===== config.mk =====
export PLATFORM = sky130hd
export DESIGN_NAME = sram_strobe_ctrl
export DESIGN_NICKNAME = d
export VERILOG_FILES = /design/src/rtl/sram_ctrl_pkg.sv /design/src/rtl/sram_phase_timer.sv /design/src/rtl/sram_read_capture.sv /design/src/rtl/sram_strobe_ctrl.sv
export SDC_FILE = /design/constraint.sdc
export NUM_CORES = 1
export LEC_CHECK = 0
export ABC_AREA = 1
export BUFFER_PORTS_ARGS = -buffer_cell sky130_fd_sc_hd__buf_4
export CORE_ASPECT_RATIO = 1.2
export CORE_MARGIN = 5
export CORE_UTILIZATION = 41
export DETAILED_ROUTE_END_ITERATION = 8
export PLACE_DENSITY = 0.75
export SKIP_LAST_GASP = 1
export SLEW_MARGIN = 20
export SYNTH_ARGS = -nofsm -noshare
export SYNTH_HDL_FRONTEND = slang
export SYNTH_SLANG_ARGS = --single-unit

===== constraint.sdc =====
create_clock -name clk_i -period 1.47 [get_ports clk_i]
set_clock_uncertainty 0.05 [all_clocks]
set_input_delay 0.147 -clock clk_i [delete_from_list [all_inputs] [get_ports clk_i]]
set_output_delay 0.147 -clock clk_i [all_outputs]
set_load 0.01 [all_outputs]

===== src/rtl/sram_ctrl_pkg.sv =====
package sram_ctrl_pkg;

    typedef enum logic [2:0] {
        ST_IDLE,
        ST_RD_ACCESS,
        ST_RD_TAIL,
        ST_WR_PULSE,
        ST_WR_HOLD,
        ST_WR_TAIL
    } ctrl_state_e;

    // round a nanosecond minimum up to whole clock cycles
    function automatic int ns_to_cyc(input int ns, input int period_ns);
        return (ns + period_ns - 1) / period_ns;
    endfunction

    function automatic int imax(input int a, input int b);
        return (a > b) ? a : b;
    endfunction

endpackage


===== src/rtl/sram_phase_timer.sv =====
module sram_phase_timer #(
    parameter int CNT_W = 3
) (
    input  logic             clk_i,
    input  logic             rst_ni,
    input  logic             load_i,
    input  logic [CNT_W-1:0] len_i,
    output logic             last_o
);
    logic [CNT_W-1:0] cnt_q;

    always_ff @(posedge clk_i or negedge rst_ni) begin
        if (!rst_ni) begin
            cnt_q <= '0;
        end else if (load_i) begin
            cnt_q <= len_i - CNT_W'(1);
        end else if (cnt_q != '0) begin
            cnt_q <= cnt_q - CNT_W'(1);
        end
    end

    assign last_o = (cnt_q == '0);
endmodule


===== src/rtl/sram_read_capture.sv =====
module sram_read_capture #(
    parameter int DATA_W = 8
) (
    input  logic              clk_i,
    input  logic              rst_ni,
    input  logic              sample_i,
    input  logic [DATA_W-1:0] din_i,
    output logic              valid_o,
    output logic [DATA_W-1:0] data_o
);
    always_ff @(posedge clk_i or negedge rst_ni) begin
        if (!rst_ni) begin
            valid_o <= 1'b0;
            data_o  <= '0;
        end else begin
            valid_o <= sample_i;
            if (sample_i) begin
                data_o <= din_i;
            end
        end
    end
endmodule


===== src/rtl/sram_strobe_ctrl.sv =====
module sram_strobe_ctrl
    import sram_ctrl_pkg::*;
#(
    parameter int ADDR_W   = 17,
    parameter int DATA_W   = 8,
    parameter int CLK_NS   = 5,
    parameter int T_AA_NS  = 20,
    parameter int T_RC_NS  = 20,
    parameter int T_WC_NS  = 20,
    parameter int T_WP_NS  = 15,
    parameter int T_AW_NS  = 15,
    parameter int T_DW_NS  = 9
) (
    input  logic              clk_i,
    input  logic              rst_ni,
    input  logic              req_valid_i,
    output logic              req_ready_o,
    input  logic              req_write_i,
    input  logic [ADDR_W-1:0] req_addr_i,
    input  logic [DATA_W-1:0] req_wdata_i,
    output logic              rd_valid_o,
    output logic [DATA_W-1:0] rd_data_o,
    output logic              wr_done_o,
    output logic [ADDR_W-1:0] mem_addr_o,
    output logic              mem_cs1_n_o,
    output logic              mem_cs2_o,
    output logic              mem_oe_n_o,
    output logic              mem_we_n_o,
    output logic [DATA_W-1:0] mem_dq_o,
    output logic              mem_dq_oe_o,
    input  logic [DATA_W-1:0] mem_dq_i
);
    // phase lengths in cycles
    localparam int AA_CYC      = imax(1, ns_to_cyc(T_AA_NS, CLK_NS));
    localparam int RC_CYC      = ns_to_cyc(T_RC_NS, CLK_NS);
    localparam int WC_CYC      = ns_to_cyc(T_WC_NS, CLK_NS);
    localparam int WP_CYC      = imax(1, imax(ns_to_cyc(T_WP_NS, CLK_NS),
                                     imax(ns_to_cyc(T_AW_NS, CLK_NS),
                                          ns_to_cyc(T_DW_NS, CLK_NS))));
    localparam int RD_TAIL_CYC = (RC_CYC > AA_CYC) ? RC_CYC - AA_CYC : 0;
    localparam int WR_TAIL_CYC = (WC_CYC > WP_CYC + 1) ? WC_CYC - WP_CYC - 1 : 0;
    localparam int MAX_LEN     = imax(imax(AA_CYC, WP_CYC), imax(RD_TAIL_CYC, WR_TAIL_CYC));
    localparam int CNT_W       = $clog2(MAX_LEN + 1);

    ctrl_state_e      state_q, state_d;
    logic             tmr_load, tmr_last;
    logic [CNT_W-1:0] tmr_len;
    logic             accept, sample_rd, write_end;
    logic [ADDR_W-1:0] addr_q;
    logic [DATA_W-1:0] wdata_q;
    logic             done_q;

    assign accept = req_valid_i && (state_q == ST_IDLE);

    // next state and timer loading
    always_comb begin
        state_d  = state_q;
        tmr_load = 1'b0;
        tmr_len  = '0;
        unique case (state_q)
            ST_IDLE: begin
                if (req_valid_i) begin
                    tmr_load = 1'b1;
                    if (req_write_i) begin
                        state_d = ST_WR_PULSE;
                        tmr_len = CNT_W'(WP_CYC);
                    end else begin
                        state_d = ST_RD_ACCESS;
                        tmr_len = CNT_W'(AA_CYC);
                    end
                end
            end
            ST_RD_ACCESS: begin
                if (tmr_last) begin
                    if (RD_TAIL_CYC != 0) begin
                        state_d  = ST_RD_TAIL;
                        tmr_load = 1'b1;
                        tmr_len  = CNT_W'(RD_TAIL_CYC);
                    end else begin
                        state_d = ST_IDLE;
                    end
                end
            end
            ST_RD_TAIL: begin
                if (tmr_last) state_d = ST_IDLE;
            end
            ST_WR_PULSE: begin
                if (tmr_last) begin
                    state_d  = ST_WR_HOLD;
                    tmr_load = 1'b1;
                    tmr_len  = CNT_W'(1);
                end
            end
            ST_WR_HOLD: begin
                if (tmr_last) begin
                    if (WR_TAIL_CYC != 0) begin
                        state_d  = ST_WR_TAIL;
                        tmr_load = 1'b1;
                        tmr_len  = CNT_W'(WR_TAIL_CYC);
                    end else begin
                        state_d = ST_IDLE;
                    end
                end
            end
            ST_WR_TAIL: begin
                if (tmr_last) state_d = ST_IDLE;
            end
            default: state_d = ST_IDLE;
        endcase
    end

    // state register
    always_ff @(posedge clk_i or negedge rst_ni) begin
        if (!rst_ni) state_q <= ST_IDLE;
        else         state_q <= state_d;
    end

    // outputs decoded from state
    always_comb begin
        req_ready_o = (state_q == ST_IDLE);
        mem_cs1_n_o = (state_q == ST_IDLE);
        mem_cs2_o   = (state_q != ST_IDLE);
        mem_oe_n_o  = (state_q != ST_RD_ACCESS);
        mem_we_n_o  = (state_q != ST_WR_PULSE);
        mem_dq_oe_o = (state_q == ST_WR_PULSE) || (state_q == ST_WR_HOLD);
        sample_rd   = (state_q == ST_RD_ACCESS) && tmr_last;
        write_end   = ((state_q == ST_WR_HOLD) || (state_q == ST_WR_TAIL))
                      && (state_d == ST_IDLE);
    end

    // request latch and done pulse
    always_ff @(posedge clk_i or negedge rst_ni) begin
        if (!rst_ni) begin
            addr_q  <= '0;
            wdata_q <= '0;
            done_q  <= 1'b0;
        end else begin
            done_q <= write_end;
            if (accept) begin
                addr_q  <= req_addr_i;
                wdata_q <= req_wdata_i;
            end
        end
    end

    assign mem_addr_o = addr_q;
    assign mem_dq_o   = wdata_q;
    assign wr_done_o  = done_q;

    sram_phase_timer #(.CNT_W(CNT_W)) u_timer (
        .clk_i  (clk_i),
        .rst_ni (rst_ni),
        .load_i (tmr_load),
        .len_i  (tmr_len),
        .last_o (tmr_last)
    );

    sram_read_capture #(.DATA_W(DATA_W)) u_capture (
        .clk_i    (clk_i),
        .rst_ni   (rst_ni),
        .sample_i (sample_rd),
        .din_i    (mem_dq_i),
        .valid_o  (rd_valid_o),
        .data_o   (rd_data_o)
    );
endmodule


==> impl_metrics.yaml <==
finish:
  fin_util: 0.713
  nets: 351
  synthToLayoutAreaGrowth_pct: 66.8
  fill_cells: 308
  regArea_sq_um: 1030
  diodes: 0
  multiInputGateArea_sq_um: 637
  drive_above_1_share: 0.399
sta:
  period_minus_slack_ns: 1.52
  setup_ws_ns: -0.0506
  fin_crit_sh: 1.03
  finalHoldViolCount: 0
  tightest_slew_ns: 0.512
  fmax_mhz: 658
  finalSetupViolations: 1
  rsz0062_at_grt: "true"
  final.setup.tns_ns: -0.0506
  slew_headroom: 0.658
  finalMaxSlewViolations: 0
  holdWs_ns: 0.00842
critical_path:
  r2r_end: "u_timer.cnt_q[1]"
  ff2ff_setup_slack_ns: -0.05
  worstPathRequired_ns: 1.65
  critPathArrivalTime_ns: 1.70
  reg2reg_depth: 10
  critPathLaunchType: "flop"
  setup.worst_path.end_class: "flop"
  r2r-start: "u_timer.cnt_q[0]"
  worstPathMaxFanout: 3
  critPathKind: "flop to flop"
grt:
  grt.total_usage: 0.172
  overflow: 0
  grt_pass1_vias: 1675
  grt_pass1_wl_mm: 7.18
  grt_antenna_before_repair: 0
  grt_max_degree: 42
cts:
  ctsHtreeMaxLevel: 2
  root_buffer: "clkbuf_8"
  clock_latency_ns: 0.28
  path_clk_slew_ns: 0.07
  cts_tree: "built"
  cts_buffers: 5
  clock_path_buffers: 2
  clock_sinks: 41
placement:
  portBuffers: 77
  finalWeightedCongestion: 0.831
  dp_hpwl_mm: 2.92
route:
  vias: 1692
  wl_mm: 4.52
  wl_per_cell_um: 12.3
  via_per_inst: 4.61
  first_pass_iters: 4
  ant_nets: 0
  drc: 0
  drt_iter0_drc: 110
synth:
  synth_top_area_frac: 0.604
  syn_area_sq_um: 1700
  yosysUniqueCellTypes: 18
  ys_seq_area_frac: 0.604
  synth_area_leaders: "dfrtp_1, nand2_1, inv_1"
  syn-num-nets: 235
  synth-seq-cells: 41
  synth.avg_cell_area_sq_um: 8.62
  yosys.area.top_type: "dfrtp_1"
  yosys_warnings: 0
  synthCells: 197
die:
  fp.dieH_um: 80.5
  rows: 25
  dieArea_sq_um: 5530
  start_util: 0.427
  core_sq_um: 3970
  die_w_um: 68.7
  ios: 78
power_and_ir_drop:
  p_switching_mw: 2.15
  vdd_drop_max_mv: 1.02
  p_per_area_nw_per_um2: 2040
  p_leak_nw: 1.58
  combinationalPowerShare: 0.514
  p_int_mw: 3.62
  p_clk_frac: 0.146
  sw_frac_of_total: 0.372
  power.total_mw: 5.77
  seqPwrFrac: 0.339
status:
  violations: "setup timing"
  status: "finished, violations left"
worst_hold_path:
  min-delay-path-class: "input port to flop"
  min_delay_path_depth: 3
  hold_start: "req_addr_i[8]"
  holdPathEnd: "mem_addr_o[8]"
flow_run:
  maxCapViolations: 0
-- flip-flops by register name, indices dropped and copies added (netlist names) --
signal / flops
state_q: 3
mem_dq_o: 8
mem_addr_o: 17
wr_done_o: 1
u_capture.data_o: 8
u_capture.valid_o: 1
u_timer.cnt_q: 3
-- cell usage in the layout (no fill, tap or decap), types with 2 or more instances in the layout --
cell type	Yosys	layout
nor2_4	1	2
buf_4	2	90
clkbuf_8	0	5
nand3_4	0	2
nand3_1	5	2
inv_2	4	7
nand2_1	114	113
a21oi_1	3	2
dlygate4sd3_1	0	20
dfrtp_1	41	39
dfrtp_2	0	2
nor2_1	3	2
nand3_2	2	3
buf_6	3	3
inv_1	11	7
-- final cells by class --
| cell class | count | share of cell area |
|---|---|---|
| repair buffers | 114 | 0.328 |
| repair inverters | 1 | 0.00265 |
| clock inverters | 2 | 0.0124 |
| multi-input cells | 135 | 0.225 |
| flip-flops and latches | 41 | 0.363 |
| clock buffers | 5 | 0.0243 |
| well taps | 54 | 0.0239 |
| inverters | 15 | 0.0208 |
-- worst max-delay path, stage by stage (launching register included) --
cell and delay [ns]:
dfrtp_1 0.39, nor2_1 0.10, nand2_1 0.09, inv_2 0.08, nand3_4 0.07, nand3_1 0.08
nand2_1 0.05, inv_1 0.10, ha_4 0.20, or2_1 0.20, inv_1 0.05
-- layer usage --
layer	GRT usage	wire (um)	vias to the layer above	share of wire
met5	0	0	-	0
met4	0.0526	66	0	0.015
met3	0.0476	379	7	0.084
met2	0.309	2290	65	0.51
met1	0.191	1790	801	0.40
li1	-	-	819	-
-- metrics by stage --
stage / area, sq um / std cells / setup slack [ns]
after floorplan: 1710 / 197 / -0.111
after global placement: 2390 / 333 / -0.0195
after detailed placement: 2390 / 333 / -0.0882
after CTS: 2750 / 364 / -0.0537
after global routing: 2830 / 367 / -0.144
final: 2830 / 367 / -0.0506
-- kinds of logic after synthesis --
group	count (synthesis)	share of synthesized area
AO/OA/AOI/OAI	3	0.00884
adder cells (fa/ha/maj)	1	0.00737
flip-flops	41	0.604
AND/OR/NAND/NOR	131	0.315
buffers and inverters	21	0.0648
-- how the worst max path moves through the flow --
stage | start | end | slack, ns | cells past startpoint
detailed placement | state_q[1] | u_timer.cnt_q[1] | -0.09 | 7
global placement | state_q[1] | u_timer.cnt_q[1] | -0.02 | 7
floorplan | state_q[0] | u_timer.cnt_q[1] | -0.11 | 9
global route | u_timer.cnt_q[0] | u_timer.cnt_q[1] | -0.14 | 10
finish | u_timer.cnt_q[0] | u_timer.cnt_q[1] | -0.05 | 10
CTS | state_q[1] | u_timer.cnt_q[1] | -0.05 | 7
-- cells in the mapped netlist, drive strengths merged --
| cell | count |
|---|---|
| nand4 | 1 |
| inv | 15 |
| or2 | 1 |
| ha | 1 |
| nand3b | 1 |
| nand2 | 116 |
| dfrtp | 41 |
| a21oi | 3 |
| nor2 | 5 |
| nand3 | 7 |
| buf | 6 |
-- what timing repair did --
item	CTS	global route
pin swaps	3	5
setup buffers	5	2
resized for setup	7	16
hold buffers	20	0
gates cloned	0	1
endpoints found under the hold margin	60	0
setup endpoints to repair	29	41
-- power by group through the flow --
stage / sequential (mW) / combinational [mW] / clock [mW]
6_report: 1.96 / 2.97 / 0.844
5_1_grt: 2.02 / 3.29 / 0.936
4_1_cts: 1.95 / 2.76 / 0.876
3_5_place_dp: 1.95 / 2.60 / 0
3_3_place_gp: 1.96 / 2.52 / 0
2_1_floorplan: 2.16 / 1.10 / 0
Power figures use the tool's default switching activity.
